===== src/rtl/wdt_pkg.sv =====
package wdt_pkg;
    typedef enum logic [0:0] {
        ST_STOP = 1'b0,
        ST_RUN  = 1'b1
    } wdt_state_e;
endpackage


===== src/rtl/wdt_ctrl.sv =====
module wdt_ctrl
    import wdt_pkg::*;
(
    input  logic       clk,
    input  logic       rst_n,
    input  logic       wr_en,
    input  logic       wr_zero,
    input  logic       at_one,
    input  logic       mode,
    output wdt_state_e state,
    output logic       do_load,
    output logic       do_stop,
    output logic       do_dec,
    output logic       do_reload,
    output logic       pulse_q
);
    wdt_state_e nxt;
    logic       fire;

    // state register
    always_ff @(posedge clk or negedge rst_n) begin
        if (!rst_n) state <= ST_STOP;
        else        state <= nxt;
    end

    // transitions and control outputs
    always_comb begin
        nxt       = state;
        do_load   = 1'b0;
        do_stop   = 1'b0;
        do_dec    = 1'b0;
        do_reload = 1'b0;
        fire      = 1'b0;
        unique case (state)
            ST_STOP: begin
                if (wr_en) begin
                    if (wr_zero) begin
                        do_stop = 1'b1;
                    end else begin
                        do_load = 1'b1;
                        nxt     = ST_RUN;
                    end
                end
            end
            ST_RUN: begin
                if (wr_en) begin
                    if (wr_zero) begin
                        do_stop = 1'b1;
                        nxt     = ST_STOP;
                    end else begin
                        do_load = 1'b1;
                    end
                end else if (at_one) begin
                    fire = 1'b1;
                    if (mode) begin
                        do_reload = 1'b1;
                    end else begin
                        do_stop = 1'b1;
                        nxt     = ST_STOP;
                    end
                end else begin
                    do_dec = 1'b1;
                end
            end
            default: nxt = ST_STOP;
        endcase
    end

    // registered reset request
    always_ff @(posedge clk or negedge rst_n) begin
        if (!rst_n) pulse_q <= 1'b0;
        else        pulse_q <= fire;
    end


    idle_hold_chk: assert property (@(posedge clk) disable iff (!rst_n)
        (state == ST_STOP && !wr_en) |=> (state == ST_STOP && !pulse_q));


    pulse_needs_run_chk: assert property (@(posedge clk) disable iff (!rst_n)
        pulse_q |-> ($past(state) == ST_RUN && !$past(wr_en)));
endmodule


===== src/rtl/wdt_count.sv =====
module wdt_count #(
    parameter int CNT_W = 31
) (
    input  logic             clk,
    input  logic             rst_n,
    input  logic             do_load,
    input  logic             do_stop,
    input  logic             do_dec,
    input  logic             do_reload,
    input  logic [CNT_W-1:0] wr_field,
    input  logic             wr_mode,
    output logic [CNT_W-1:0] cnt,
    output logic             mode_q,
    output logic             at_one
);
    localparam logic [CNT_W-1:0] ONE = CNT_W'(1);

    logic [CNT_W-1:0] rel;

    always_ff @(posedge clk or negedge rst_n) begin
        if (!rst_n) begin
            cnt    <= '0;
            rel    <= '0;
            mode_q <= 1'b0;
        end else if (do_load) begin
            cnt    <= wr_field;
            rel    <= wr_field;
            mode_q <= wr_mode;
        end else if (do_stop) begin
            cnt    <= '0;
            mode_q <= 1'b0;
        end else if (do_reload) begin
            cnt    <= rel;
        end else if (do_dec) begin
            cnt    <= cnt - ONE;
        end
    end

    assign at_one = (cnt == ONE);


    reload_val_chk: assert property (@(posedge clk) disable iff (!rst_n)
        do_reload |=> (cnt == $past(rel) && mode_q));
endmodule


===== src/rtl/wdog_reset_timer.sv =====
module wdog_reset_timer
    import wdt_pkg::*;
#(
    parameter int DATA_W = 32
) (
    input  logic              clk,
    input  logic              rst_n,
    input  logic              wr_en,
    input  logic [DATA_W-1:0] wr_data,
    output logic [DATA_W-1:0] rd_data,
    output logic [DATA_W-2:0] count,
    output logic              core_rst_req
);
    localparam int CNT_W = DATA_W - 1;

    wdt_state_e       state;
    logic             do_load, do_stop, do_dec, do_reload;
    logic             at_one, mode_q;
    logic [CNT_W-1:0] cnt;
    logic [CNT_W-1:0] wr_field;
    logic             wr_zero;

    assign wr_field = wr_data[CNT_W-1:0];
    assign wr_zero  = (wr_field == '0);

    wdt_ctrl u_ctrl (
        .clk       (clk),
        .rst_n     (rst_n),
        .wr_en     (wr_en),
        .wr_zero   (wr_zero),
        .at_one    (at_one),
        .mode      (mode_q),
        .state     (state),
        .do_load   (do_load),
        .do_stop   (do_stop),
        .do_dec    (do_dec),
        .do_reload (do_reload),
        .pulse_q   (core_rst_req)
    );

    wdt_count #(.CNT_W(CNT_W)) u_count (
        .clk       (clk),
        .rst_n     (rst_n),
        .do_load   (do_load),
        .do_stop   (do_stop),
        .do_dec    (do_dec),
        .do_reload (do_reload),
        .wr_field  (wr_field),
        .wr_mode   (wr_data[DATA_W-1]),
        .cnt       (cnt),
        .mode_q    (mode_q),
        .at_one    (at_one)
    );

    assign count   = cnt;
    assign rd_data = {mode_q, cnt};


    load_chk: assert property (@(posedge clk) disable iff (!rst_n)
        (wr_en && wr_data[CNT_W-1:0] != '0) |=>
        (count == $past(wr_data[CNT_W-1:0]) && rd_data[DATA_W-1] == $past(wr_data[DATA_W-1])));


    stop_chk: assert property (@(posedge clk) disable iff (!rst_n)
        (wr_en && wr_data[CNT_W-1:0] == '0) |=> (rd_data == '0 && state == ST_STOP));


    dec_chk: assert property (@(posedge clk) disable iff (!rst_n)
        (state == ST_RUN && !wr_en && count > CNT_W'(1)) |=> (count == $past(count) - CNT_W'(1)));


    pulse_src_chk: assert property (@(posedge clk) disable iff (!rst_n)
        core_rst_req |-> ($past(count) == CNT_W'(1)));


    oneshot_end_chk: assert property (@(posedge clk) disable iff (!rst_n)
        (core_rst_req && !rd_data[DATA_W-1]) |-> (count == '0 && state == ST_STOP));


    write_wins_chk: assert property (@(posedge clk) disable iff (!rst_n)
        wr_en |=> !core_rst_req);
endmodule


===== config.mk =====
export PLATFORM = sky130hd
export DESIGN_NAME = wdog_reset_timer
export DESIGN_NICKNAME = d
export VERILOG_FILES = /design/src/rtl/wdt_pkg.sv /design/src/rtl/wdt_ctrl.sv /design/src/rtl/wdt_count.sv /design/src/rtl/wdog_reset_timer.sv
export SDC_FILE = /design/constraint.sdc
export NUM_CORES = 1
export LEC_CHECK = 0
export ABC_AREA = 1
export BUFFER_PORTS_ARGS = -buffer_cell sky130_fd_sc_hd__buf_2
export CORE_AREA = 10 10 101 103
export DETAILED_ROUTE_END_ITERATION = 8
export DIE_AREA = 0 0 111 113
export GPL_TIMING_DRIVEN = 0
export MAX_ROUTING_LAYER = met4
export PLACE_DENSITY = 0.76
export SYNTH_ARGS = -nofsm -noshare
export SYNTH_HDL_FRONTEND = slang
export SYNTH_SLANG_ARGS = --single-unit

===== constraint.sdc =====
create_clock -name clk -period 2.1 [get_ports clk]
set_input_delay 0.21 -clock clk [delete_from_list [all_inputs] [get_ports clk]]
set_output_delay 0.21 -clock clk [all_outputs]
set_load 0.01 [all_outputs]

==> results of run 1 <==
==> per-layer routing <==
layer	vias up	track usage [%]
met5	-	-
met4	0	6.16
met3	24	5.07
met2	240	37.1
met1	2300	32.4
li1	2330	-
==> synth_stat cells <==
library cell	count
nor4_1	7
nor2_2	4
ha_1	2
buf_2	14
nand3b_1	1
o21ai_0	55
buf_1	3
nor2_1	63
clkbuf_1	11
and2_1	1
inv_2	2
or2_2	5
inv_1	58
xnor2_1	11
nand3_1	94
o21bai_1	1
nand2_1	201
nor2_4	1
xor2_1	6
buf_4	32
o31ai_4	1
nor3_1	1
nand4_1	14
nand2_2	1
dfrtp_1	65
nand4_2	1
nand3_2	1
clkinv_1	1
==> cell families (layout without fill, tap and decap cells) <==
group | count (synthesis) | count (layout)
compound gates | 57 | 57
simple gates | 395 | 395
buf+inv | 121 | 258
fa+ha+maj | 2 | 2
flops | 65 | 65
xor+xnor | 17 | 17
==> worst max-delay path, stage by stage (launching register included) <==
cell,delay [ns]
dfrtp_1,0.42
inv_2,0.09
ha_4,0.15
inv_4,0.04
nor2_4,0.11
nand3_2,0.08
nor2_2,0.12
nand4_1,0.22
nand2_4,0.20
nand2_4,0.12
buf_6,0.16
nand3_1,0.09
nand2_1,0.08
nand2_1,0.09
nand2_1,0.05
==> layout make-up <==
| class | instances | area (µm²) |
|---|---|---|
| tap | 105 | 131 |
| clock inverter | 6 | 115 |
| buffer | 60 | 412 |
| timing repair buffer | 121 | 671 |
| fill | 715 | 2370 |
| clock buffer | 10 | 128 |
| sequential | 65 | 1660 |
| inverter | 61 | 231 |
| multi-input combinational | 471 | 2420 |
==> worst max path at each step <==
| stage | end | slack (ns) | from | cells past startpoint |
|---|---|---|---|---|
| finish | u_count.cnt[20] | -0.03 | u_count.cnt[1] | 14 |
| global route | u_count.cnt[4] | -0.08 | u_count.cnt[1] | 14 |
| CTS | u_count.cnt[24] | 0.003 | u_count.cnt[0] | 13 |
| detailed placement | u_count.cnt[23] | -0.19 | u_count.cnt[28] | 10 |
| global placement | u_count.cnt[23] | -0.27 | u_count.cnt[28] | 10 |
| floorplan | u_count.cnt[24] | 0.32 | u_count.cnt[0] | 13 |
==> state kept, by name, indices dropped and copies added (netlist names) <==
register        flops
u_count.rel        31
u_ctrl.state        1
u_ctrl.pulse_q      1
u_count.mode_q      1
u_count.cnt        31
==> repair_timing <==
item | 4_1_cts | 5_1_grt
hold endpoints to repair | 44 | 0
pin swaps | 3 | 11
resized for setup | 17 | 94
buffers inserted | 8 | 13
hold buffers | 1 | 0
cloned | 0 | 3
endpoints found under the setup margin | 31 | 33
==> report_power, final <==
part           total (mW)  internal [mW]  switching (mW)
combinational        1.92          0.796            1.12
clock                1.35          0.796           0.554
sequential           1.72           1.44           0.277
total                4.99           3.03            1.95
==> impl_metrics.toml, run 1 <==
[clock_tree]
root_buffer = "clkbuf_8"
h-tree-depth = 3
tritoncts = "yes"
clock_path_buffers = 2
clk_latency_ns = 0.35
clk_pin_slew_worst_paths_ns = 0.08
cts_buffers = 9
cts.sinks = 65

[final_layout]
fin_util_pct = 70.9
final_common_cell = "nand2_1"
finish.instance_area_um2 = 5760
synthToLayoutAreaGrowth_pct = 30.9
fin_cells = 899
drive_gt1_share_pct = 34.1
final_nets = 826
final_cell_mix = "nand2_1 (188), buf_2 (101), nand3_1 (86)"
diodes = 0

[logic_synthesis]
synth_top_cell_area_share_pct = 36.9
synth_seq_area_share_pct = 36.9
yosys.cell_types.count = 28
synth_area_leader_cell = "dfrtp_1"
synth-xor-area-share_pct = 3.38
synth.avg_cell_area_um2 = 6.70
synth_warnings = 0
synth.area.mux_share_pct = 0
yosys.area_share.adder_pct = 0.568
synth_area_leaders = "dfrtp_1 (37%), nand2_1 (17%), nand3_1 (11%)"
synthCells = 657
synth_compound_area_share_pct = 6.90
ys_seq_elements = 65
synth.cell_area_um2 = 4400
synth_top_family_by_area = "simple AND/OR/NAND/NOR gates"
synthesis.nets = 694
synth-simple-area-share_pct = 38.8

[place]
dp_hpwl_um = 11800
dp_worst_setup_slack_ns = -0.194
dpl_cell_area_um2 = 5020
io_buffers = 97
gp_congestion = 0.916
dp.cells = 859

[drt]
detail-route-antenna-nets = 0
dr_wl_met2_um = 7500
finalWirelength_um = 16200
dr_wl_met3_um = 1440
vias = 4894
highest_layer = "met4"
drc_errors = 0
first_iter_violations = 358
dr.pass1.iters = 5
wl_per_cell_um = 18.0
viasPerCell = 5.44
met1_length_um = 7020

[timing]
hold_ws_ns = 0.0597
final.setup.tns_ns = -0.115
setup_viol = 6
hold_viol_final = 0
rsz0062_at_grt = "true"
min_period_ns = 2.13
min_period_over_period_pct = 101
clock.fmax_ghz = 0.469
final_max_slew_viol_count = 0
layout_setup_ws_ns = -0.0305
relSlewSlack_pct = 44.1
clock_skew_ns = 0.00908
tightestPinTransition_ns = 0.839

[pwr]
total_power_mw = 4.99
max-vdd-ir-drop_mv = 0.672
leakagePower_nw = 3.04
power.density_nw_per_um2 = 865

[critical_path]
r2r-end = "u_count.cnt[20]"
cp.arrival_ns = 2.38
required_ns = 2.35
worstPathMaxFanout = 7
critPathKind = "flop to flop"
worst_r2r_path_depth = 14
worstSetupEndpointType = "flop"
regToRegSetupSlack_ns = -0.03
worstReg2RegStart = "u_count.cnt[1]"
cp-start-kind = "flop"

[floorplanning]
dieArea_um2 = 12500
std_cell_rows = 33
num_io_pins = 99
die_x_um = 111
start_util_pct = 54.1
die-height_um = 113
core_um2 = 8130

[min_path]
whs_path_depth = 3
hold_start = "wr_data[31]"
min_path_type = "input port to flop"
holdPathEnd = "u_count.mode_q"

[global_routing]
grt_use_total_pct = 24.4
antenna_found_initial = 0
grt_pass1_vias = 4555
grt_pass1_wl_um = 24300
grt_max_degree = 66
grt_overflow = 0

[run_status]
status = "finished with violations"
violations = "negative setup slack"

[job]
drv_cap = 0
Note: power is estimated with default switching activity, not from simulation.
==> run 2, diff against run 1 <==
MAX_ROUTING_LAYER = unset   (was met4)
==> impl_metrics.toml, run 2 (synthesized netlist as in run 1, its figures left out) <==
[run_status]
status = "finished clean"

[pwr]
max-vdd-ir-drop_mv = 0.437
total_power_mw = 5.17
power.density_nw_per_um2 = 889
leakagePower_nw = 3.09

[final_layout]
finish.instance_area_um2 = 5810
drive_gt1_share_pct = 34.2
final_nets = 837
top_regs = "u_count.cnt (31), u_count.rel (31)"
fin_util_pct = 71.4
diodes = 0
final_cell_mix = "nand2_1 (189), buf_2 (101), nand3_1 (91)"
synthToLayoutAreaGrowth_pct = 31.9
final_common_cell = "nand2_1"

[floorplanning]
die_x_um = 111
die-height_um = 113
std_cell_rows = 33
dieArea_um2 = 12500
num_io_pins = 99
start_util_pct = 54.1
core_um2 = 8130

[timing]
layout_setup_ws_ns = 0.0251
relSlewSlack_pct = 44.3
final_max_slew_viol_count = 0
clock_skew_ns = 0.0139
clock.fmax_ghz = 0.482
tightestPinTransition_ns = 0.836
setup_viol = 0
min_period_ns = 2.07
hold_viol_final = 0
min_period_over_period_pct = 98.8
rsz0062_at_grt = "true"

[global_routing]
grt_use_total_pct = 24.1
grt_pass1_vias = 4695
antenna_found_initial = 0
grt_max_degree = 66
grt_pass1_wl_um = 24800
grt_overflow = 0

[min_path]
min_path_type = "input port to flop"

[place]
dpl_cell_area_um2 = 5020
io_buffers = 97
gp_congestion = 0.919
dp_hpwl_um = 11600
dp_worst_setup_slack_ns = -0.196

[clock_tree]
root_buffer = "clkbuf_8"
cts.sinks = 65
clk_pin_slew_worst_paths_ns = 0.09
h-tree-depth = 3
cts_buffers = 9
clk_latency_ns = 0.36
clock_path_buffers = 2
tritoncts = "yes"

[drt]
viasPerCell = 5.47
first_iter_violations = 467
vias = 4978
drc_errors = 0
finalWirelength_um = 15900
dr.pass1.iters = 5
wl_per_cell_um = 17.5
detail-route-antenna-nets = 0

[critical_path]
worstSetupEndpointType = "flop"
cp.arrival_ns = 2.32
required_ns = 2.34
critPathKind = "flop to flop"
cp-start-kind = "flop"
worstPathMaxFanout = 10

[job]
drv_cap = 0
## run 2: cell types whose count changed in the layout (fill, tap and decap cells not counted), moves of 3 or more
cell	before	now
nand3_1	86	91
dfrtp_2	23	27
dfrtp_1	42	38
inv_1	54	57
nand3_2	8	4
buf_4	57	69
## run 2: critical path: stages, from the launching register on
cell     delay, ns
dfrtp_1       0.41
inv_2         0.07
ha_2          0.17
inv_1         0.05
nor2_2        0.12
nand3_2       0.10
nor2_2        0.10
nand4_1       0.20
nand2_4       0.19
nand2_4       0.11
buf_6         0.17
nand3_1       0.07
nand2_1       0.06
nand2_1       0.09
nand2_1       0.05
## run 2: area by class of cell
| class | instances | area (µm²) |
|---|---|---|
| buffer | 60 | 407 |
| clock buffer | 10 | 138 |
| clock inverter | 6 | 138 |
| fill | 738 | 2320 |
| inverter | 61 | 229 |
| multi-input combinational | 471 | 2360 |
| sequential | 65 | 1660 |
| tap | 105 | 131 |
| timing repair buffer | 132 | 751 |
## run 2: routing by layer
| metal | vias to the layer above | share of wire, % | global-route usage [%] |
|---|---|---|---|
| met5 | - | 0 | 0 |
| met4 | 0 | 1.7 | 5.03 |
| met3 | 33 | 11 | 6.76 |
| met2 | 251 | 46 | 39.0 |
| met1 | 2337 | 42 | 31.4 |
| li1 | 2357 | - | - |
## run 2: final timing paths
check / from / to / slack, ns / cells after the start
setup / recovery: u_count.cnt[1] / u_count.cnt[7] / 0.03 / 14
hold / removal: wr_data[31] / u_count.mode_q / 0.05 / 3
setup reg to reg: u_count.cnt[1] / u_count.cnt[7] / 0.03 / 14
hold reg to reg: u_count.rel[12] / u_count.rel[12] / 0.54 / 2
max in group asynchronous: rst_n / u_count.cnt[0] / 0.99 / 2
min in group asynchronous: rst_n / u_count.cnt[8] / 0.48 / 2
## run 2: metrics by stage
stage          TNS, ns  hold slack [ns]  instances
2_1_floorplan        0          -0.0856        657
3_5_place_dp     -4.04            0.361        859
5_1_grt          -2.05           0.0676        910
4_1_cts              0           0.0497        883
6_report             0           0.0535        910
3_3_place_gp     -5.61            0.414        859
## run 2: what timing repair did
item	in CTS	in global routing
hold endpoints to repair	65	0
resized for setup	13	84
endpoints found under the setup margin	31	33
cloned	0	2
hold buffers	1	0
pin swaps	1	10
buffers inserted	7	25
## run 2: power by group
group          switching (mW)  internal, mW  total [mW]
Sequential              0.261          1.44        1.71
Clock                   0.575         0.948        1.52
Combinational            1.11         0.831        1.94
